**config.mk**
```make
export PLATFORM = sky130hd
export DESIGN_NAME = adaptive_thresh_det
export DESIGN_NICKNAME = d
export VERILOG_FILES = /design/src/rtl/atd_pkg.sv /design/src/rtl/atd_datapath.sv /design/src/rtl/atd_control.sv /design/src/rtl/adaptive_thresh_det.sv
export SDC_FILE = /design/constraint.sdc
export NUM_CORES = 1
export LEC_CHECK = 0
export BUFFER_PORTS_ARGS = -buffer_cell sky130_fd_sc_hd__buf_2
export CAP_MARGIN = 10
export CORE_ASPECT_RATIO = 1.1
export CORE_MARGIN = 2
export CORE_UTILIZATION = 45
export CTS_CLUSTER_DIAMETER = 100
export DETAILED_ROUTE_END_ITERATION = 6
export GPL_TIMING_DRIVEN = 0
export PLACE_DENSITY = 0.65
export SKIP_LAST_GASP = 1
export SLEW_MARGIN = 20
export SYNTH_ARGS = -nofsm -noshare
export SYNTH_HDL_FRONTEND = slang
export SYNTH_SLANG_ARGS = --single-unit
```
**constraint.sdc**
```tcl
create_clock -name clk -period 7.4 [get_ports clk]
set_clock_uncertainty 0.2 [all_clocks]
set_input_delay 1.11 -clock clk [delete_from_list [all_inputs] [get_ports clk]]
set_output_delay 1.11 -clock clk [all_outputs]
set_load 0.02 [all_outputs]
```
**src/rtl/atd_pkg.sv**
```systemverilog
package atd_pkg;
  typedef enum logic [1:0] {
    SIDE_IN    = 2'd0,
    SIDE_ABOVE = 2'd1,
    SIDE_BELOW = 2'd2
  } side_e;

  // strobes from control to datapath, at most one set per cycle
  typedef struct packed {
    logic init;  // seed average with data
    logic snap;  // timeout: overwrite average with data
    logic filt;  // normal filtered update
  } ctl_s;

  localparam logic [1:0] POL_POS = 2'b00;
  localparam logic [1:0] POL_NEG = 2'b01;
endpackage

```
**src/rtl/atd_datapath.sv**
```systemverilog
module atd_datapath
  import atd_pkg::*;
#(
  parameter int DW = 12,
  parameter int SW = 8,
  parameter int KW = 3
) (
  input  logic          clk,
  input  logic          rstN,
  input  logic          resultValid,
  input  logic [DW-1:0] resultData,
  input  logic          modeAdaptive,
  input  logic [1:0]    polarity,
  input  logic [SW-1:0] sensitivity,
  input  logic [KW-1:0] settleShift,
  input  logic [DW-1:0] fixedThreshold,
  input  logic          seeded,
  input  ctl_s          ctl,
  output side_e         side,
  output logic          detect,
  output logic [DW-1:0] average
);
  localparam int XW = DW + 2;

  logic signed [XW-1:0] dataX, refX, sensX, hiX, loX, diffX, stepX, nextAvgX;
  logic                 detNext;

  always_comb begin
    dataX = $signed({2'b00, resultData});
    refX  = seeded ? $signed({2'b00, average}) : dataX;
    sensX = $signed({{(XW-SW){1'b0}}, sensitivity});
    if (modeAdaptive) begin
      hiX = refX + sensX;
      loX = refX - sensX;
    end else begin
      hiX = $signed({2'b00, fixedThreshold});
      loX = hiX;
    end
    unique case (polarity)
      POL_POS: detNext = dataX > hiX;
      POL_NEG: detNext = dataX < loX;
      default: detNext = (dataX > hiX) || (dataX < loX);
    endcase
    if (dataX > refX + sensX)      side = SIDE_ABOVE;
    else if (dataX < refX - sensX) side = SIDE_BELOW;
    else                           side = SIDE_IN;
    diffX    = dataX - $signed({2'b00, average});
    stepX    = diffX >>> settleShift;
    nextAvgX = $signed({2'b00, average}) + stepX;
  end

  always_ff @(posedge clk or negedge rstN) begin
    if (!rstN) begin
      detect  <= 1'b0;
      average <= '0;
    end else if (resultValid) begin
      detect <= detNext;
      if (ctl.init || ctl.snap) average <= resultData;
      else if (ctl.filt)        average <= nextAvgX[DW-1:0];
    end
  end
endmodule

```
**src/rtl/atd_control.sv**
```systemverilog
module atd_control
  import atd_pkg::*;
#(
  parameter int EXPW = 4
) (
  input  logic            clk,
  input  logic            rstN,
  input  logic            resultValid,
  input  logic            modeAdaptive,
  input  logic [1:0]      polarity,
  input  logic [2*EXPW-1:0] timeoutCfg,
  input  side_e           side,
  output logic            seeded,
  output ctl_s            ctl
);
  localparam int CNTW = (1 << EXPW) + 1;

  side_e           prevSide;
  logic [CNTW-1:0] cnt, nextCnt, limit;
  logic [EXPW-1:0] expSel;
  logic            approach, armed;

  always_comb begin
    approach = polarity[1]
            || (polarity == POL_POS && side == SIDE_ABOVE)
            || (polarity == POL_NEG && side == SIDE_BELOW);
    expSel   = approach ? timeoutCfg[2*EXPW-1:EXPW] : timeoutCfg[EXPW-1:0];
    limit    = CNTW'(1) << expSel;
    nextCnt  = (side == prevSide) ? cnt + CNTW'(1) : CNTW'(1);
    armed    = seeded && modeAdaptive && (timeoutCfg != '0) && (side != SIDE_IN);
    ctl.init = resultValid && !seeded;
    ctl.snap = resultValid && armed && (nextCnt >= limit);
    ctl.filt = resultValid && seeded && !ctl.snap;
  end

  always_ff @(posedge clk or negedge rstN) begin
    if (!rstN) begin
      seeded   <= 1'b0;
      cnt      <= '0;
      prevSide <= SIDE_IN;
    end else if (resultValid) begin
      seeded <= 1'b1;
      if (!armed || ctl.snap) begin
        cnt      <= '0;
        prevSide <= SIDE_IN;
      end else begin
        cnt      <= nextCnt;
        prevSide <= side;
      end
    end
  end
endmodule

```
**src/rtl/adaptive_thresh_det.sv**
```systemverilog
module adaptive_thresh_det
  import atd_pkg::*;
#(
  parameter int DW   = 12,
  parameter int SW   = 8,
  parameter int EXPW = 4,
  parameter int KW   = 3
) (
  input  logic              clk,
  input  logic              rstN,
  input  logic              resultValid,
  input  logic [DW-1:0]     resultData,
  input  logic              modeAdaptive,
  input  logic [1:0]        polarity,
  input  logic [SW-1:0]     sensitivity,
  input  logic [2*EXPW-1:0] timeoutCfg,
  input  logic [KW-1:0]     settleShift,
  input  logic [DW-1:0]     fixedThreshold,
  output logic              detect,
  output logic [DW-1:0]     average
);
  ctl_s  ctlS;
  side_e sideS;
  logic  seededS;

  atd_control #(.EXPW(EXPW)) u_ctl (
    .clk(clk), .rstN(rstN), .resultValid(resultValid),
    .modeAdaptive(modeAdaptive), .polarity(polarity),
    .timeoutCfg(timeoutCfg), .side(sideS),
    .seeded(seededS), .ctl(ctlS)
  );

  atd_datapath #(.DW(DW), .SW(SW), .KW(KW)) u_dp (
    .clk(clk), .rstN(rstN), .resultValid(resultValid),
    .resultData(resultData), .modeAdaptive(modeAdaptive),
    .polarity(polarity), .sensitivity(sensitivity),
    .settleShift(settleShift), .fixedThreshold(fixedThreshold),
    .seeded(seededS), .ctl(ctlS), .side(sideS),
    .detect(detect), .average(average)
  );
endmodule

```
-- Yosys cells after proc, flatten, opt, wreduce, memory -nomap -nowiden
Cells that the tools add are included.
- input bits: 49
- register bits: 33
- equal/unequal tests: 4
- mux-type cells: 12
- reductions and logical operators: 23
- shift operators: 2
- add/subtract/negate cells: 5
- $lt $le $gt $ge: 5
- operators by type and width (kind ; count):
    two-way mux 12 bit ; 3
    two-way mux 17 bit ; 2
    > comparator 13 x 14 -> 1 bit ; 2
    less-than comparator 13 x 14 -> 1 bit ; 2
    two-way mux 14 bit ; 2
    adder 17 x 1 -> 17 bit (second input constant) ; 1
    >= comparator 17 bit ; 1
    << shifter 1 x 4 -> 17 bit (first input constant) ; 1
    adder 14 x 9 -> 14 bit ; 1
    >>> shifter 14 x 3 -> 12 bit ; 1
    subtractor 14 x 9 -> 14 bit ; 1
    subtractor 12 x 12 -> 13 bit ; 1
    adder 12 bit ; 1
    logical AND 1 bit ; 10
    nonzero test 8 bit ; 1
    two-way mux 2 bit ; 3
    logical OR 1 bit ; 5
    equality test 2 x 1 -> 1 bit (second input constant) ; 2
    two-way mux 4 bit ; 1
    nonzero test 2 bit ; 2
    zero test 1 bit ; 3
    equality test 2 bit ; 1
    equality test 2 bit (second input constant) ; 1
    zero test 2 bit ; 1
    other kinds (2) ; 2

-- Depth between registers and ports, before layout
Gate-level depths: netlist of run 1.
- depth after elaboration: 17
- depth in mapped cells: 39

-- Cells and area by module
From an unflattened synthesis of run 1, not the netlist that was laid out.
- cells, all modules: 772
- area, all modules: 6110.9 um^2
- modules (own cells, without submodules) (module ; seq. area each (um^2) ; area each (um^2) ; cells an instance ; times used):
    atd_datapath ; 325.3 ; 4266.6 ; 555 ; 1
    atd_control ; 500.5 ; 1844.3 ; 217 ; 1

-- Least setup slack after synthesis of run 1
OpenSTA, ideal clock, no wires.
- path kind: input-to-reg
- start point: input port resultData[1]
- end point: register u_dp.average[11]
- stages on the path: 33
- required time: 7.096 ns
- arrival: 6.866 ns
- library setup time: 0.104 ns
- setup slack: 0.230 ns
- path buffers: 3
- path through: mux2i_1 inv_1 ha_1 o21bai_1 a21oi_1 o21bai_1 a21oi_1 o21ba_2 o21ai_0 nand2_1 xnor2_1 ha_1 nand4_1 or3_1 o21ai_0 or4_1 buf_2 nand3_1 nor2_1 nor3_1 clkbuf_1 a31oi_1 ha_1 a21oi_1 nor2_1 a2111oi_0 o21ai_0 a221oi_1 o21ai_0 a32oi_1 o21ai_2 buf_6 a221oi_1
- cells in the longest elaborated chain, start to end: 17
- elaborated cells between the ends (all ways): 32
- classes of those cells: 4 x add/sub; 3 x order compare; 3 x eq/ne; 2 x shift; 7 x mux; 13 x reduce/logical
- ends and longest elaborated chain (what ; RTL line ; text):
    start: declaration ; adaptive_thresh_det.sv:12 ; input logic [DW-1:0] resultData,
    two-way mux 12 bit ; atd_datapath.sv:30 ; refX = seeded ? $signed({2'b00, average}) : dataX;
    subtractor 14 x 9 -> 14 bit ; atd_datapath.sv:45 ; else if (dataX < refX - sensX) side = SIDE_BELOW;
    less-than comparator 13 x 14 -> 1 bit ; atd_datapath.sv:45 ;
    two-way mux 2 bit ; atd_datapath.sv:45 ;
    two-way mux 2 bit ; atd_datapath.sv:44 ; if (dataX > refX + sensX) side = SIDE_ABOVE;
    equality test 2 x 1 -> 1 bit ; atd_control.sv:25 ; || (polarity == POL_POS && side == SIDE_ABOVE)
    logical AND 1 bit ; atd_control.sv:25 ;
    logical OR 1 bit ; atd_control.sv:25 ;
    logical OR 1 bit ; atd_control.sv:26 ; || (polarity == POL_NEG && side == SIDE_BELOW);
    two-way mux 4 bit ; atd_control.sv:27 ; expSel = approach ? timeoutCfg[2*EXPW-1:EXPW] : timeoutCfg[EXPW-1:0];
    << shifter 1 x 4 -> 17 bit ; atd_control.sv:28 ; limit = CNTW'(1) << expSel;
    >= comparator 17 bit ; atd_control.sv:32 ; ctl.snap = resultValid && armed && (nextCnt >= limit);
    logical AND 1 bit ; atd_control.sv:32 ;
    zero test 1 bit ; atd_control.sv:33 ; ctl.filt = resultValid && seeded && !ctl.snap;
    logical AND 1 bit ; atd_control.sv:33 ;
    nonzero test 2 bit (no source line) ; - ;
    AND reduction 2 bit (no source line) ; - ;
    end signal: assignment ; atd_datapath.sv:58 ; if (ctl.init || ctl.snap) average <= resultData;
    end signal: assignment ; atd_datapath.sv:59 ; else if (ctl.filt) average <= nextAvgX[DW-1:0];
    end: declaration ; atd_datapath.sv:21 ; output logic [DW-1:0] average
Parallel ways exist; a longest one is shown, timed or not. The select of a mux whose other input is x is not followed.
A chain may end at the register's enable or synchronous reset.

-- Final worst setup path of run 1
- start point: input port resultData[2]
- end point: register u_dp.average[10]
The elaborated chain is that of the path after synthesis.

==> results of run 1 <==
## report_power, final
| part | internal (uW) | total [uW] | switching (uW) |
|---|---|---|---|
| logic | 1360 | 2970 | 1600 |
| clock network | 168 | 249 | 81.1 |
| registers | 229 | 299 | 70.0 |
| total | 1760 | 3510 | 1750 |
## what timing repair did
item                                    in CTS  in global routing
setup buffers                               10                 12
hold endpoints to repair                     0                  0
gates resized for setup                     32                 61
gates cloned                                 1                  0
pin swaps                                   14                 33
hold buffers                                 0                  0
endpoints found under the setup margin      30                 30
## worst max path at each step
| stage | slack, ps | from | depth (start not counted) | end |
|---|---|---|---|---|
| finish | 340 | resultData[2] | 36 | u_dp.average[10] |
| global route | -50 | u_ctl.seeded | 38 | u_dp.average[2] |
| CTS | 10 | resultData[2] | 37 | u_dp.average[2] |
| detailed placement | -1360 | resultData[1] | 35 | u_dp.average[2] |
| global placement | -1290 | resultData[1] | 34 | u_dp.average[2] |
| floorplan | 230 | resultData[1] | 33 | u_dp.average[11] |
## per-layer routing
metal / share of wire / wire (um) / global-route usage
met1: 0.44 / 7307 / 0.2823
met2: 0.51 / 8438 / 0.4118
met3: 0.033 / 548 / 0.02984
met4: 0.020 / 330 / 0.03898
met5: 0 / 0 / 0
## sequential cells by signal (all words and copies together) (netlist names)
signal	count
u_dp.detect	1
u_ctl.cnt	17
u_ctl.seeded	1
u_dp.average	12
u_ctl.prevSide	2
## stage by stage
stage	hold slack, ps	utilization	instance area [um2]	setup TNS (ps)
2_1_floorplan	285.1	-	6098	0
3_3_place_gp	309.7	0.4988	6590	-34190
3_5_place_dp	338.3	0.4988	6590	-36120
4_1_cts	356.2	0.5261	6952	0
5_1_grt	379.1	0.5527	7303	-288.4
6_report	359.8	0.5527	7303	0
## cells by family (layout without fill, tap and decap cells)
family                   after synthesis  count (layout)  share of synthesized area
AND/OR/NAND/NOR                      235             235                     0.1838
buffers and inverters                 90             176                    0.06032
multiplexers                          54              54                    0.09233
AO/OA/AOI/OAI                        189             189                     0.2206
adder cells (fa/ha/maj)              109             109                     0.2286
flip-flops                            33              33                     0.1354
XOR/XNOR                              55              55                    0.07899
## layout by cell type (no fill, tap or decap), types with 14 or more instances in the layout
master and n:
a21o_1 14, a21oi_1 41, buf_2 59, buf_4 20, dfrtp_1 33, ha_1 97, inv_1 59, mux2_2 16
mux2i_1 34, nand2_1 37, nor2_1 89, nor2b_1 18, nor3_1 14, o21ai_0 32, xnor2_1 37, xor2_1 16
## area by class of cell
class                      count  share of cell area
multi-input combinational    642              0.7146
sequential                    33              0.1131
timing repair buffer          80             0.06579
inverter                      63             0.03289
tap                          161             0.02758
buffer                        25             0.02244
clock buffer                   7             0.01953
clock inverter                 1            0.004112
## worst max-delay path: cells and delay by family
family	cells	cell delay (ps)
AO/OA/AOI/OAI	17	2270
XOR/XNOR	1	190
adder cells (fa/ha/maj)	3	920
buffers and inverters	8	1040
multiplexers	2	490
AND/OR/NAND/NOR	5	960
==> results.md, run 1 <==
* Kind of start point of the critical path: primary input
* Async set or reset register ratio after synthesis at 1.000
* Origin of the critical flop-to-flop path: u_ctl.seeded
* Leading post-synthesis cells by cell area: ha_1, dfrtp_1, mux2i_1
* Final critical-path share of the clock period at 0.9536
* Max stage delay cell, worst path: or4_4
* Cell total after placement at approximately 980
* Slew Limit Headroom at 0.4299
* Number of design rule violations left after detail routing at 0
* PD cells at 481.2 nW/um2
* Y dimension of the die at approximately 130 um
* Number of hold-slack violations in the final timing report at 0
* Cell Area, Synth at roughly 6100 um2
* Terminating pin of the worst hold path: u_ctl.cnt[13]
* Count of routing violations after the opening detailed-route iteration at 406
* Ratio of cells with drive above 1 in the final layout at 0.2103
* Peak ir drop on the vdd network at roughly 330 uV
* Most area-hungry cell type in the Yosys netlist: ha_1
* Tot GR Track Use at 0.2251
* Number of antenna violations at the first check in global routing at 0
* Number of CTS-inserted buffers at 5
* Transition time at the pin with the least slew margin at roughly 850 ps
* Leak Pwr at 0.003272 uW
* Cell at the root of the clock tree: clkbuf_16
* Number of routed nets with antenna violations at 0
* Synthesized instance count at around 770
* Worst Setup Path Type: primary input to register
* Largest stage delay on the critical path at roughly 560 ps
* Shortest period the worst path allows at a little over 7000 ps
* Wire length of the first global-routing pass at 26,650 um
* Core ar. at 13,210 um2
* Initial standard-cell utilization of the core at 0.4616
* Worst-case setup slack after placement at -1360 ps
* Via count of the first global-routing pass at between 5k and 6k
* Total of buffers placed on input and output ports at 58
* Most frequent cells after synthesis: ha_1, nor2_1, inv_1
* CTS max path bufs at 2
* Proportion of netlist area held by the largest area contributor at 0.2154
* # IOs at slightly above 60
* Maximum number of pins on one net before global-route repair at 34
* Dominant register cell in the synthesized netlist: dfrtp_1
* Run status: finished clean
* H-tree depth reported by CTS at 2
* Power, Total at about 3500 uW
* FF/Latch Area at around 830 um2
* Post-layout net count at 1,008
* CTS sink count at 33
* Net count after synthesis at ~900
* Per-instance average area after synthesis at around 8.0 um2
* Std cell rows at between 40 and 50
* Number of cells traversed by the worst hold path at 2
* Routability Congestion at 0.8834
* Final wirelength at 16,620 um
* Library cell with the highest instance count after synthesis: ha_1
* Seq cells post-synth at 33
* Number of antenna repair diodes at 0
* Die area at 14,500 um2
* Area of the multi-input gates at between 5000 and 6000 um2
* Sequential share of the synthesized area at 0.1354
* Final HPWL from detailed placement at approximately 13,000 um
* Capturing point of the worst reg2reg path: u_dp.average[10]
* DIE WIDTH at ~110 um
* Final instance count without filler cells at ~1k
* Crit end category: register
* Via density at 5.794
* Number of distinct library cells after synthesis at between 60 and 70
* Worst path arrival time at about 7000 ps
* Hold Crit Class: register to register
* Worst setup slack for register-to-register paths at ~450 ps
* Post-synthesis to final-layout area growth at 19.76%
* Length in cells of the worst reg-to-reg path at 38
* Max Clk Rate at between 100 and 150 MHz
* Fin worst setup slack at between 300 and 400 ps
* Clock latency on the worst-skew pair at just under 300 ps
* Final setup fails at 0
* Clock edge transition at the registers on the reported setup and hold paths at about 60 ps
* Hold path start: u_ctl.cnt[13]
* Most frequent cell on the critical path: buf_6
* Highest fanout seen on the critical path at 7
* Filler Cells Inserted at about 1.3k
* Number of synthesized flops with an enable pin at 0
* CTS tree: yes
* Data required time of the critical path at around 7300 ps
* Overflow left after global routing at 0
* Max-cap violations at 0
* Router iterations before antenna repair at 5
* Detailed-route wire length per cell at roughly 16 um
* Via count at slightly below 6k
* Max-slew violation total from the final report at 0
* Number of warnings issued by yosys at 0
No activity file was read; power rests on OpenSTA's default activity.
==> run 2, diff against run 1 <==
Settings changed: REMOVE_ABC_BUFFERS set to 1.
==> run 2 against run 1 <==
  * Sequential share of layout area up 0.056 points
  * Clock-buffer cell count down 1
  * Non-clock buffer count down 14
  * Critical path type unchanged
  * Cell count down 1.3%
  * Register-to-register slack worse by 120 ps
  * Worst hold slack worse by 30 ps
  * Global-route usage about the same
  * Via count up 1.1%
  * Maximum frequency down 1.7%
  * Die area unchanged
  * Clock power down 19%
  * Combinational power up 4%
==> results.md, run 2 (same netlist as run 1, synthesis figures left out) <==
* Maximum number of pins on one net before global-route repair at between 40 and 50
* Number of cells traversed by the worst hold path at 1
* Fin worst setup slack at approximately 220 ps
* Shortest period the worst path allows at about 7000 ps
* Leading cell type in the layout, fill and taps excluded: ha_1
* Worst Setup Path Type: primary input to register
* Crit end category: register
* Via count at 5,931
* Fraction of power consumed by sequential logic at 0.084
* Clock latency on the worst-skew pair at ~280 ps
* Peak ir drop on the vdd network at between 300 and 400 uV
* DIE WIDTH at 115.0 um
* Switching Power at approximately 1800 uW
* Highest-count cells in the layout ignoring fill and taps: ha_1, nor2_1, inv_1, buf_2, a21oi_1
* Worst setup slack for register-to-register paths at roughly 330 ps
* Hold path start: u_ctl.cnt[16]
* Post-synthesis to final-layout area growth at 19.35%
* Tot GR Track Use at 0.2249
* Via density at 5.937
* Max Clk Rate at 139.4 MHz
* Met3 demand-to-capacity share in global routing at 0.02936
* Largest regs: u_ctl.cnt x17, u_dp.average x12, u_ctl.prevSide x2
* Largest stage delay on the critical path at approximately 550 ps
* Highest-utilization routing layer at the global route stage: met2
* Run status: finished clean
* Power, Total at roughly 3600 uW
* Filler Cells Inserted at ~1.2k
* # hold bufs at CTS at 0
* Max-cap violations at 0
* Hold Crit Class: register to register
* CTS tree: yes
* Ratio of cells with drive above 1 in the final layout at 0.2208
* Number of design rule violations left after detail routing at 0
* CTS sink count at 33
* Max stage delay cell, worst path: or4_4
* Kind of start point of the critical path: primary input
* Met2 global-route usage at 0.4087
* Number of antenna violations at the first check in global routing at 0
* Cell at the root of the clock tree: clkbuf_16
* Worst path arrival time at between 7000 and 8000 ps
* Max-slew violation total from the final report at 0
* Final setup fails at 0
* PD cells at around 490 nW/um2
* Number of routed nets with antenna violations at 0
* Core ar. at between 10,000 and 15,000 um2
* Terminating pin of the worst hold path: u_ctl.cnt[16]
* Slew Limit Headroom at 0.2730
* Router iterations before antenna repair at 5
* Std cell rows at between 40 and 50
* Die area at approximately 15,000 um2
* Number of hold-slack violations in the final timing report at 0
* Register bank with the most flops: u_ctl.cnt
* Total of buffers placed on input and output ports at 61
* Portion of total power attributed to the clock network at 0.056
* Data required time of the critical path at approximately 7400 ps
* Highest fanout seen on the critical path at 15
* Count of routing violations after the opening detailed-route iteration at between 300 and 400
* Clock edge transition at the registers on the reported setup and hold paths at ~50 ps
* Number of CTS-inserted buffers at 5
* Overflow left after global routing at 0
* Routability Congestion at a little under 0.9
* Final wirelength at between 15,000 and 20,000 um
* Met1 global-route usage at 0.2688
* Origin of the critical flop-to-flop path: u_ctl.seeded
* Length in cells of the worst reg-to-reg path at 34
* Final critical-path share of the clock period at 0.9697
* Y dimension of the die at approximately 130 um
* Cell-internal power at ~1800 uW
* Wire length of the first global-routing pass at between 20,000 and 30,000 um
* Sw Ratio at 0.5109
* # IOs at 62
* H-tree depth reported by CTS at 2
* CTS max path bufs at 2
* Post-layout net count at approximately 1,000
* Number of antenna repair diodes at 0
* Max FFs per register at 17
* Initial standard-cell utilization of the core at 0.4616
* Logic pwr share at 0.860
* Via count of the first global-routing pass at a little under 6k
* Transition time at the pin with the least slew margin at ~1100 ps
* Capturing point of the worst reg2reg path: u_dp.average[1]
* Final HPWL from detailed placement at roughly 13,000 um
* Detailed-route wire length per cell at about 17 um
* Leak Pwr at roughly 0.0033 uW
* Worst-case setup slack after placement at -1632 ps
* Most frequent cell on the critical path: ha_1
-- run 2: routing by layer --
layer  up-vias  part of all wire
li1       2925                 -
met1      2810              0.41
met2       152              0.51
met3        44             0.039
met4         0             0.035
met5         -                 0
-- run 2: power by group through the flow --
stage	Clock, uW	Sequential, uW	Combinational, uW
4_1_cts	204	300	2710
5_1_grt	211	310	3420
3_3_place_gp	0	299	2430
3_5_place_dp	0	300	2530
2_1_floorplan	0	320	1940
6_report	202	302	3100
-- run 2: area by class of cell --
cell class | count | area [um2] | share of cell area
tap | 161 | 201.4 | 0.02768
multi-input combinational | 643 | 5280 | 0.7255
clock buffer | 6 | 128.9 | 0.01771
timing repair buffer | 91 | 594.3 | 0.08166
sequential | 33 | 827.0 | 0.1136
inverter | 63 | 236.5 | 0.03249
clock inverter | 2 | 10.01 | 0.001375
-- run 2: timing repair --
item | 4_1_cts | 5_1_grt
setup buffers | 9 | 17
resized for setup | 28 | 56
hold endpoints to repair | 0 | 0
gates cloned | 1 | 1
pin swaps | 12 | 38
setup endpoints to repair | 30 | 30
-- run 2: stage by stage --
stage	utilization	std cells	area (um2)	TNS, ps	hold slack (ps)
6_report	0.5509	999	7278	0	329.4
5_1_grt	0.5509	999	7278	-1479	390.2
4_1_cts	0.5170	980	6830	0	338.0
3_5_place_dp	0.4918	962	6497	-42670	324.4
3_3_place_gp	0.4900	960	6474	-81840	310.8
2_1_floorplan	-	738	5967	-28620	285.1
-- run 2: worst max path at each step --
stage | from | endpoint | slack [ps]
floorplan | resultData[1] | u_dp.average[7] | -1180
global placement | resultData[1] | u_dp.average[7] | -2920
detailed placement | resultData[1] | u_dp.average[7] | -1630
CTS | resultData[1] | u_dp.average[1] | 5
global route | resultData[0] | u_dp.average[3] | -110
finish | resultData[4] | u_dp.average[1] | 220
-- run 2: critical path, delay by kind of cell --
family	cells	cell delay [ps]
xor+xnor	1	180
fa+ha+maj	3	810
compound gates	13	2740
simple gates	7	1180
buf+inv	4	670
mux	2	490
